<file path="src/rtl/eow_pkg.sv">
package eow_pkg;

    typedef enum logic [3:0] {
        ST_IDLE,
        ST_POLL_REQ,
        ST_POLL_WAIT,
        ST_CONF_REQ,
        ST_CONF_WAIT,
        ST_SETTLE,
        ST_FINAL_REQ,
        ST_FINAL_WAIT,
        ST_DONE,
        ST_TOUT
    } eow_state_e;

endpackage

</file>
<file path="src/rtl/eow_judge.sv">
// Decides whether one status word looks like a finished write.
module eow_judge #(
    parameter int DATA_W   = 16,
    parameter int BUSY_BIT = 7,
    parameter int TOG_BIT  = 6
) (
    input  logic              clk,
    input  logic              rst_n,
    input  logic              clear,
    input  logic              sample,
    input  logic [DATA_W-1:0] word,
    input  logic              exp_bit,
    input  logic              op_erase,
    input  logic              use_toggle,
    output logic              looks_done
);

    logic prev_tog;
    logic have_prev;
    logic poll_ok;
    logic tog_ok;

    // data-complement method: erase finishes at 1, program at the true bit
    always_comb begin
        if (op_erase) poll_ok = word[BUSY_BIT];
        else          poll_ok = (word[BUSY_BIT] == exp_bit);
    end

    // toggle method: bit unchanged from the previous status read
    always_comb tog_ok = have_prev && (word[TOG_BIT] == prev_tog);

    always_comb looks_done = use_toggle ? tog_ok : poll_ok;

    always_ff @(posedge clk or negedge rst_n) begin
        if (!rst_n) begin
            prev_tog  <= 1'b0;
            have_prev <= 1'b0;
        end else if (clear) begin
            have_prev <= 1'b0;
        end else if (sample) begin
            prev_tog  <= word[TOG_BIT];
            have_prev <= 1'b1;
        end
    end


    first_read_no_cand_chk: assert property (@(posedge clk) disable iff (!rst_n)
        clear |=> !have_prev);

endmodule

</file>
<file path="src/rtl/eow_poll_ctr.sv">
// Counts status reads of one run against the latched limit.
module eow_poll_ctr #(
    parameter int POLL_W = 16
) (
    input  logic              clk,
    input  logic              rst_n,
    input  logic              clear,
    input  logic              step,
    input  logic [POLL_W-1:0] limit,
    output logic [POLL_W-1:0] count,
    output logic              lim_hit
);

    always_ff @(posedge clk or negedge rst_n) begin
        if (!rst_n)     count <= '0;
        else if (clear) count <= '0;
        else if (step)  count <= count + 1'b1;
    end

    always_comb lim_hit = (count >= limit);


    cnt_bounded_chk: assert property (@(posedge clk) disable iff (!rst_n)
        (step && !clear) |-> (count < limit));

endmodule

</file>
<file path="src/rtl/eow_settle_tmr.sv">
// Down-counter that holds off the final read.
module eow_settle_tmr #(
    parameter int SETTLE_W = 8
) (
    input  logic                clk,
    input  logic                rst_n,
    input  logic                load,
    input  logic [SETTLE_W-1:0] load_val,
    output logic                expired
);

    logic [SETTLE_W-1:0] remain;

    always_ff @(posedge clk or negedge rst_n) begin
        if (!rst_n)             remain <= '0;
        else if (load)          remain <= load_val;
        else if (remain != '0)  remain <= remain - 1'b1;
    end

    always_comb expired = (remain == '0);

endmodule

</file>
<file path="src/rtl/eow_poller.sv">
module eow_poller
    import eow_pkg::*;
#(
    parameter int DATA_W        = 16,
    parameter int ADDR_W        = 21,
    parameter int POLL_W        = 16,
    parameter int SETTLE_W      = 8,
    parameter int BUSY_BIT      = 7,
    parameter int TOG_BIT       = 6,
    parameter int CONFIRM_READS = 2
) (
    input  logic                clk,
    input  logic                rst_n,
    input  logic                start,
    input  logic                op_erase,
    input  logic                use_toggle,
    input  logic [ADDR_W-1:0]   tgt_addr,
    input  logic [DATA_W-1:0]   exp_data,
    input  logic [SETTLE_W-1:0] settle_cycles,
    input  logic [POLL_W-1:0]   max_polls,
    output logic                rd_req,
    output logic [ADDR_W-1:0]   rd_addr,
    input  logic                rd_valid,
    input  logic [DATA_W-1:0]   rd_data,
    output logic                busy,
    output logic                done,
    output logic                timeout,
    output logic [DATA_W-1:0]   result_data
);

    localparam int CONF_W = $clog2(CONFIRM_READS + 1);
    localparam logic [CONF_W-1:0] CONF_LAST = CONF_W'(CONFIRM_READS - 1);

    eow_state_e st, nxt;

    logic [ADDR_W-1:0]   addr_q;
    logic [DATA_W-1:0]   exp_q;
    logic                erase_q;
    logic                tog_q;
    logic [SETTLE_W-1:0] settle_q;
    logic [POLL_W-1:0]   max_q;
    logic [CONF_W-1:0]   conf_cnt;
    logic [POLL_W-1:0]   poll_cnt;

    logic accept;
    logic looks_done;
    logic lim_hit;
    logic settle_zero;
    logic status_issue;
    logic status_resp;
    logic conf_last;
    logic settle_load;

    always_comb accept      = (st == ST_IDLE) && start;
    always_comb conf_last   = (conf_cnt == CONF_LAST);
    always_comb status_resp = rd_valid && ((st == ST_POLL_WAIT) || (st == ST_CONF_WAIT));
    always_comb settle_load = (st == ST_CONF_WAIT) && rd_valid && looks_done && conf_last;

    eow_judge #(
        .DATA_W   (DATA_W),
        .BUSY_BIT (BUSY_BIT),
        .TOG_BIT  (TOG_BIT)
    ) u_judge (
        .clk        (clk),
        .rst_n      (rst_n),
        .clear      (accept),
        .sample     (status_resp),
        .word       (rd_data),
        .exp_bit    (exp_q[BUSY_BIT]),
        .op_erase   (erase_q),
        .use_toggle (tog_q),
        .looks_done (looks_done)
    );

    eow_poll_ctr #(
        .POLL_W (POLL_W)
    ) u_ctr (
        .clk     (clk),
        .rst_n   (rst_n),
        .clear   (accept),
        .step    (status_issue),
        .limit   (max_q),
        .count   (poll_cnt),
        .lim_hit (lim_hit)
    );

    eow_settle_tmr #(
        .SETTLE_W (SETTLE_W)
    ) u_settle (
        .clk      (clk),
        .rst_n    (rst_n),
        .load     (settle_load),
        .load_val (settle_q),
        .expired  (settle_zero)
    );

    // state register and run context
    always_ff @(posedge clk or negedge rst_n) begin
        if (!rst_n) begin
            st          <= ST_IDLE;
            addr_q      <= '0;
            exp_q       <= '0;
            erase_q     <= 1'b0;
            tog_q       <= 1'b0;
            settle_q    <= '0;
            max_q       <= '0;
            conf_cnt    <= '0;
            result_data <= '0;
        end else begin
            st <= nxt;
            if (accept) begin
                addr_q   <= tgt_addr;
                exp_q    <= exp_data;
                erase_q  <= op_erase;
                tog_q    <= use_toggle;
                settle_q <= settle_cycles;
                max_q    <= max_polls;
            end
            if ((st == ST_POLL_WAIT) && rd_valid)
                conf_cnt <= '0;
            else if ((st == ST_CONF_WAIT) && rd_valid && looks_done)
                conf_cnt <= conf_cnt + 1'b1;
            if ((st == ST_FINAL_WAIT) && rd_valid)
                result_data <= rd_data;
        end
    end

    // next-state logic
    always_comb begin
        nxt = st;
        unique case (st)
            ST_IDLE:       if (start) nxt = ST_POLL_REQ;
            ST_POLL_REQ:   nxt = lim_hit ? ST_TOUT : ST_POLL_WAIT;
            ST_POLL_WAIT:  if (rd_valid) nxt = looks_done ? ST_CONF_REQ : ST_POLL_REQ;
            ST_CONF_REQ:   nxt = lim_hit ? ST_TOUT : ST_CONF_WAIT;
            ST_CONF_WAIT: begin
                if (rd_valid) begin
                    if (!looks_done)    nxt = ST_POLL_REQ;
                    else if (conf_last) nxt = ST_SETTLE;
                    else                nxt = ST_CONF_REQ;
                end
            end
            ST_SETTLE:     if (settle_zero) nxt = ST_FINAL_REQ;
            ST_FINAL_REQ:  nxt = ST_FINAL_WAIT;
            ST_FINAL_WAIT: if (rd_valid) nxt = ST_DONE;
            ST_DONE:       nxt = ST_IDLE;
            ST_TOUT:       nxt = ST_IDLE;
            default:       nxt = ST_IDLE;
        endcase
    end

    // outputs
    always_comb begin
        status_issue = 1'b0;
        rd_req       = 1'b0;
        done         = 1'b0;
        timeout      = 1'b0;
        busy         = (st != ST_IDLE);
        rd_addr      = addr_q;
        unique case (st)
            ST_POLL_REQ, ST_CONF_REQ: begin
                status_issue = !lim_hit;
                rd_req       = !lim_hit;
            end
            ST_FINAL_REQ: rd_req  = 1'b1;
            ST_DONE:      done    = 1'b1;
            ST_TOUT:      timeout = 1'b1;
            default: ;
        endcase
    end


    done_tout_excl_chk: assert property (@(posedge clk) disable iff (!rst_n)
        !(done && timeout));


    done_pulse_chk: assert property (@(posedge clk) disable iff (!rst_n)
        done |=> !done);


    one_req_chk: assert property (@(posedge clk) disable iff (!rst_n)
        rd_req |=> !rd_req);


    tout_at_limit_chk: assert property (@(posedge clk) disable iff (!rst_n)
        timeout |-> (poll_cnt == max_q));


    start_ignored_chk: assert property (@(posedge clk) disable iff (!rst_n)
        (busy && start) |=> ($stable(addr_q) && $stable(exp_q)));

endmodule

</file>
<file path="config.mk">
export PLATFORM = sky130hd
export DESIGN_NAME = eow_poller
export DESIGN_NICKNAME = d
export VERILOG_FILES = /design/src/rtl/eow_pkg.sv /design/src/rtl/eow_judge.sv /design/src/rtl/eow_poll_ctr.sv /design/src/rtl/eow_settle_tmr.sv /design/src/rtl/eow_poller.sv
export SDC_FILE = /design/constraint.sdc
export NUM_CORES = 1
export LEC_CHECK = 0
export CORE_MARGIN = 4
export CORE_UTILIZATION = 50
export CTS_CLUSTER_SIZE = 30
export DETAILED_ROUTE_END_ITERATION = 6
export DONT_BUFFER_PORTS = 1
export PLACE_DENSITY_LB_ADDON = 0.15
export SLEW_MARGIN = 20
export SYNTH_ARGS = -nofsm -noshare
export SYNTH_HDL_FRONTEND = slang
export SYNTH_HIERARCHICAL = 1
export SYNTH_SLANG_ARGS = --single-unit
</file>
<file path="constraint.sdc">
create_clock -name clk -period 3.29 [get_ports clk]
set_input_delay 0.658 -clock clk [delete_from_list [all_inputs] [get_ports clk]]
set_output_delay 0.658 -clock clk [all_outputs]
set_load 0.01 [all_outputs]
</file>
-- Word-level counts from Yosys, hierarchy flattened
Index checks and enable logic that the tools add are counted.
- equal/unequal tests: 17
- multiply operators: 0
- bitwise logic cells: 1
- divide/modulo/power cells: 0
- muxes and demuxes: 25
- reduce and logical (&&, ||, !) cells: 21
- shifts and indexed selects: 0
- add/sub/neg operators: 3
- order comparisons: 1
- operators with widths (kind ; count):
    $mux 16 ; 2
    $pmux 4 s8 ; 1
    $mux 4 ; 7
    $add 16x1->16 const B ; 1
    $eq 4x3->1 const B ; 4
    $ge 16x16->1 ; 1
    $mux 8 ; 2
    $ne 2x2->1 const B ; 5
    $eq 4x2->1 const B ; 2
    $eq 4x4->1 const B ; 2
    $logic_and 1x1->1 ; 8
    $logic_not 8->1 ; 1
    $reduce_bool 2->1 ; 4
    $reduce_bool 8->1 ; 1
    $sub 8x1->8 const B ; 1
    $mux 1 ; 7
    $mux 2 ; 3
    $mux 3 ; 2
    $reduce_and 5->1 ; 1
    $eq 4x1->1 const B ; 1
    $logic_not 4->1 ; 1
    $reduce_bool 4->1 ; 1
    $add 2x1->2 const B ; 1
    $eq 1x1->1 ; 2
    7 further kinds ; 7
- ROM bits: 0
- memories: 0
- memory bits (writable): 0
- word-level logic and storage cells: 81
- flip-flop bits (word level): 103
- latch bits: 0
- bits of input ports: 83
- output and inout bits: 41

-- Depth between registers and ports, before layout
- word-level depth: 6
- gate-level depth with buffers: 12
- mapped depth without buffers: 11

-- Modules after synthesis
Netlist, hierarchy kept.
- modules (own cells, without submodules) (module ; cells an instance ; times used ; seq. area each (um2) ; area each (um2)):
    eow_poller ; 197 ; 1 ; 1751.7 ; 2950.3
    eow_poll_ctr ; 137 ; 1 ; 400.4 ; 1226.2
    eow_settle_tmr ; 54 ; 1 ; 200.2 ; 476.7
    eow_judge ; 12 ; 1 ; 50.0 ; 121.4

-- Least setup slack after synthesis
OpenSTA, ideal clock, no wires.
- kind: register -> register
- from: reg u_ctr.count[0]
- to: reg u_ctr.count[15]
- data required time: 3162 ps
- arrival time: 2732 ps
- period minus slack after synthesis: 2859 ps
- cell stages (with the launch flop): 13
- slack: 431 ps
- buffers on the path: 1
- setup time: 128 ps
- path through: dfrtp_1 inv_1 ha_1 nand2b_1 a2111oi_0 or4_1 o211ai_1 nor4b_1 buf_2 o21a_1 nand2_1 nor4_1 mux2_1
- word-level cells in the longest chain between the ends: 4
- elaborated cells between the ends (all ways): 7
- classes of those cells: add/sub (1); order compare (1); mux (3); reduce/logical (2)
- RTL lines (what ; line ; RTL):
    start, declared ; eow_poll_ctr.sv:10 ; output logic [POLL_W-1:0] count,
    start signal, assigned ; eow_poll_ctr.sv:17 ; else if (step) count <= count + 1'b1;
    $ge 16x16->1 ; eow_poll_ctr.sv:20 ; always_comb lim_hit = (count >= limit);
    named net lim_hit ; eow_poller.sv:47 ; logic lim_hit;
    $logic_not 1->1 ; eow_poller.sv:162 ; status_issue = !lim_hit;
    $mux 1 ; eow_poller.sv:160 ; unique case (st)
    named net status_issue ; eow_poller.sv:49 ; logic status_issue;
    $reduce_bool 2->1 (no line) ; n/a ;
The timed path passes the listed nets, and every way through them passes these cells. The select of a mux whose other input is x is not followed.
A chain may end at the register's enable or synchronous reset.

-- Final worst setup path
- from: reg u_ctr.count[11]
- to: out rd_req
- word-level cells in the longest chain between the ends: 3
- RTL lines (what ; line ; RTL):
    $ge 16x16->1 ; eow_poll_ctr.sv:20 ;
    named net lim_hit ; eow_poller.sv:47 ;
    $logic_not 1->1 ; eow_poller.sv:163 ; rd_req = !lim_hit;
    $pmux 1 s2 ; eow_poller.sv:160 ;
    end, declared ; eow_poller.sv:21 ; output logic rd_req,
The timed path passes the listed nets, and every way through them passes these cells.

==> qor.csv <==
metric,value,unit
router iterations before antenna repair,4,
crit-path max FO,5,
worst-case clock buffer depth,2,
slowest CP cell,or4_4,
post-route cell area,5260,um^2
most frequent cells after synthesis,"dfrtp_1 (96), mux2_2 (55), nor2_1 (31)",
count of different cell masters after synthesis,59,
CTS tree,built,
clk_skew,0.00850,ns
Slowest Stage Delay on Critical Path,0.56,ns
ANT cells,0,
RSZ-0062 raised after global routing,true,
"Buf+Inv Stages, Crit Path",0,
number of global-route vias before repair,3109,
Routed Wire Length,8.90,mm
DR vias/cell,5.52,
Die ar.,11200,um^2
crit share post-route,96.9,%
Worst Setup SP,u_ctr/count[11],
instance count on the critical path,8,
Num CTS Buffers,9,
register area share after synthesis,50.3,%
I/O Pins,124,
total global-route track usage,16.5,%
area growth from synthesis to layout,10.1,%
maximum clock frequency,0.314,GHz
core area,9280,um^2
overflow left after global routing,0,
clk sink count,96,
"top cells by area, synth","dfrtp_1 (50%), mux2_2 (13%), ha_1 (5.0%)",
CP cell instances,"ha_4, and4_4, nand3b_1, or4_4, o211ai_1, nor2_1, a21oi_1, nor2_2",
most common cell in the netlist,dfrtp_1,
Setup CP Type,reg -> out,
Post-Layout Cell Count,541,
num rows,35,
WP data required,2.63,ns
ANT nets after route,0,
# H-tree levels,3,
gp weighted congestion,0.836,
Final HPWL DP,6.16,mm
worst r2r dst,u_ctr/count[13],
worst setup path end,rd_req,
FF-to-FF path depth,11,
Nets,509,
first-pass GRT wire length,15.0,mm
placed inst area,4880,um^2
R2R Setup Slk,0.15,ns
"EDFF count, synth",0,
placed insts,517,
Die Y,106,um
syn_area_per_cell,11.9,um^2
via count,2987,
#FFs+latches synth,96,
"Setup violations, final",0,
Iter 0 DRT Violations,126,
fin crit period,3.19,ns
Synth area leader,dfrtp_1,
kind of cell adding the most delay to the critical path,simple AND/OR/NAND/NOR gates,
clock latency on the worst-skew pair,0.36,ns
worst hold path class,in -> async,
Arrival @ worst endpoint,2.53,ns
post-synth top area share,50.3,%
initial antenna violation count,0,
Slew HR,50.8,%
predominant post-synthesis flop cell,dfrtp_1,
asr flop ratio synth,100,%
synthesized net count,502,
CTS root buf,clkbuf_8,
Synth Instances,400,
Setup crit end kind,output pin,
Max-Cap Viols,0,
Yosys warnings,6,
Least-Margin Pin Slew,0.728,ns
status,finished clean,
ratio of cells with drive above 1 in the final layout,29.9,%
initial core utilization,51.4,%
Die Wd,106,um
cell area power density,895,nW/um^2
Synth Cell Area,4770,um^2
Peak VDD IR,411,uV
Routed WL per cell,16.5,um
Final Hold Fails,0,
"Slew Viols, Final",0,
CP Launch Type,register,
Lkg Pwr,2.27,nW
Buffers on Ports,0,
clock-pin slew on the worst setup and hold paths,0.09,ns
largest net degree at the start of global routing,97,
# DRC,0,
r2r startpoint,u_ctr/count[11],
[timing repair]
item	in CTS	in global routing
buffers inserted	0	7
endpoints found under the hold margin	96	0
resized for setup	0	17
hold buffers	1	0
setup endpoints to repair	0	6
[power by group]
group / internal, mW / total (mW) / switching, mW
registers: 1.71 / 2.29 / 0.587
logic: 0.937 / 1.64 / 0.703
clock network: 0.356 / 0.772 / 0.417
[layout make-up]
class | instances | area, um^2
fill | 811 | 4030
multi-input combinational | 264 | 2280
tap | 129 | 161
sequential | 96 | 2410
clock buffer | 10 | 128
timing repair buffer | 13 | 118
clock inverter | 6 | 68.8
inverter | 23 | 86.3
[worst min path at each step]
stage                from          end  slack, ns  depth (start not counted)
CTS                 rst_n  rd_addr[12]       0.22                          1
global placement    rst_n  settle_q[0]       0.37                          0
finish              rst_n  settle_q[4]       0.18                          1
global route        rst_n  rd_addr[15]       0.23                          1
detailed placement  rst_n  settle_q[0]       0.37                          0
floorplan           rst_n  conf_cnt[0]       0.36                          0
[cell usage in the layout (no fill, tap or decap), types with 12 or more instances in the layout]
cell type	count
buf_4	12
dfrtp_1	91
mux2_4	13
a21oi_1	17
ha_1	13
mux2_2	55
inv_1	23
nand2_1	19
nor2_1	30
[flip-flops by register name (all words and copies together) (netlist names)]
name               cells
conf_cnt               2
erase_q                1
exp_q                  1
max_q                 16
rd_addr               21
result_data           16
settle_q               8
st                     4
tog_q                  1
u_ctr/count           16
u_judge/have_prev      1
u_judge/prev_tog       1
u_settle/remain        8
[metal layers]
layer	track usage, %	wire, um
met1	21.6	3960
met2	25.2	4150
met3	7.04	695
met4	4.16	89
met5	0	0
[per-stage QoR]
stage	total power, mW	setup TNS, ns	utilization, %	hold WS [ns]	worst slack, ns
after floorplan	3.54	0	-	0.362	0.431
after global routing	5.08	-0.111	56.6	0.233	-0.0484
after detailed placement	3.85	0	52.5	0.366	0.166
after CTS	4.67	0	54.9	0.224	0.0889
final	4.71	0	56.6	0.181	0.102
after global placement	3.79	0	52.5	0.367	0.224
[cells by family (layout without fill, tap and decap cells)]
group	count (synthesis)	after routing	share of synthesized area, %
AOI/OAI and AO/OA	49	49	6.84
buffers and inverters	40	52	3.96
and+or+nand+nor	110	110	13.4
adders and majority gates	19	19	4.98
xor gates and xnor gates	14	14	2.57
muxes	72	72	18.0
DFF	96	96	50.3
Power figures use the tool's default switching activity.
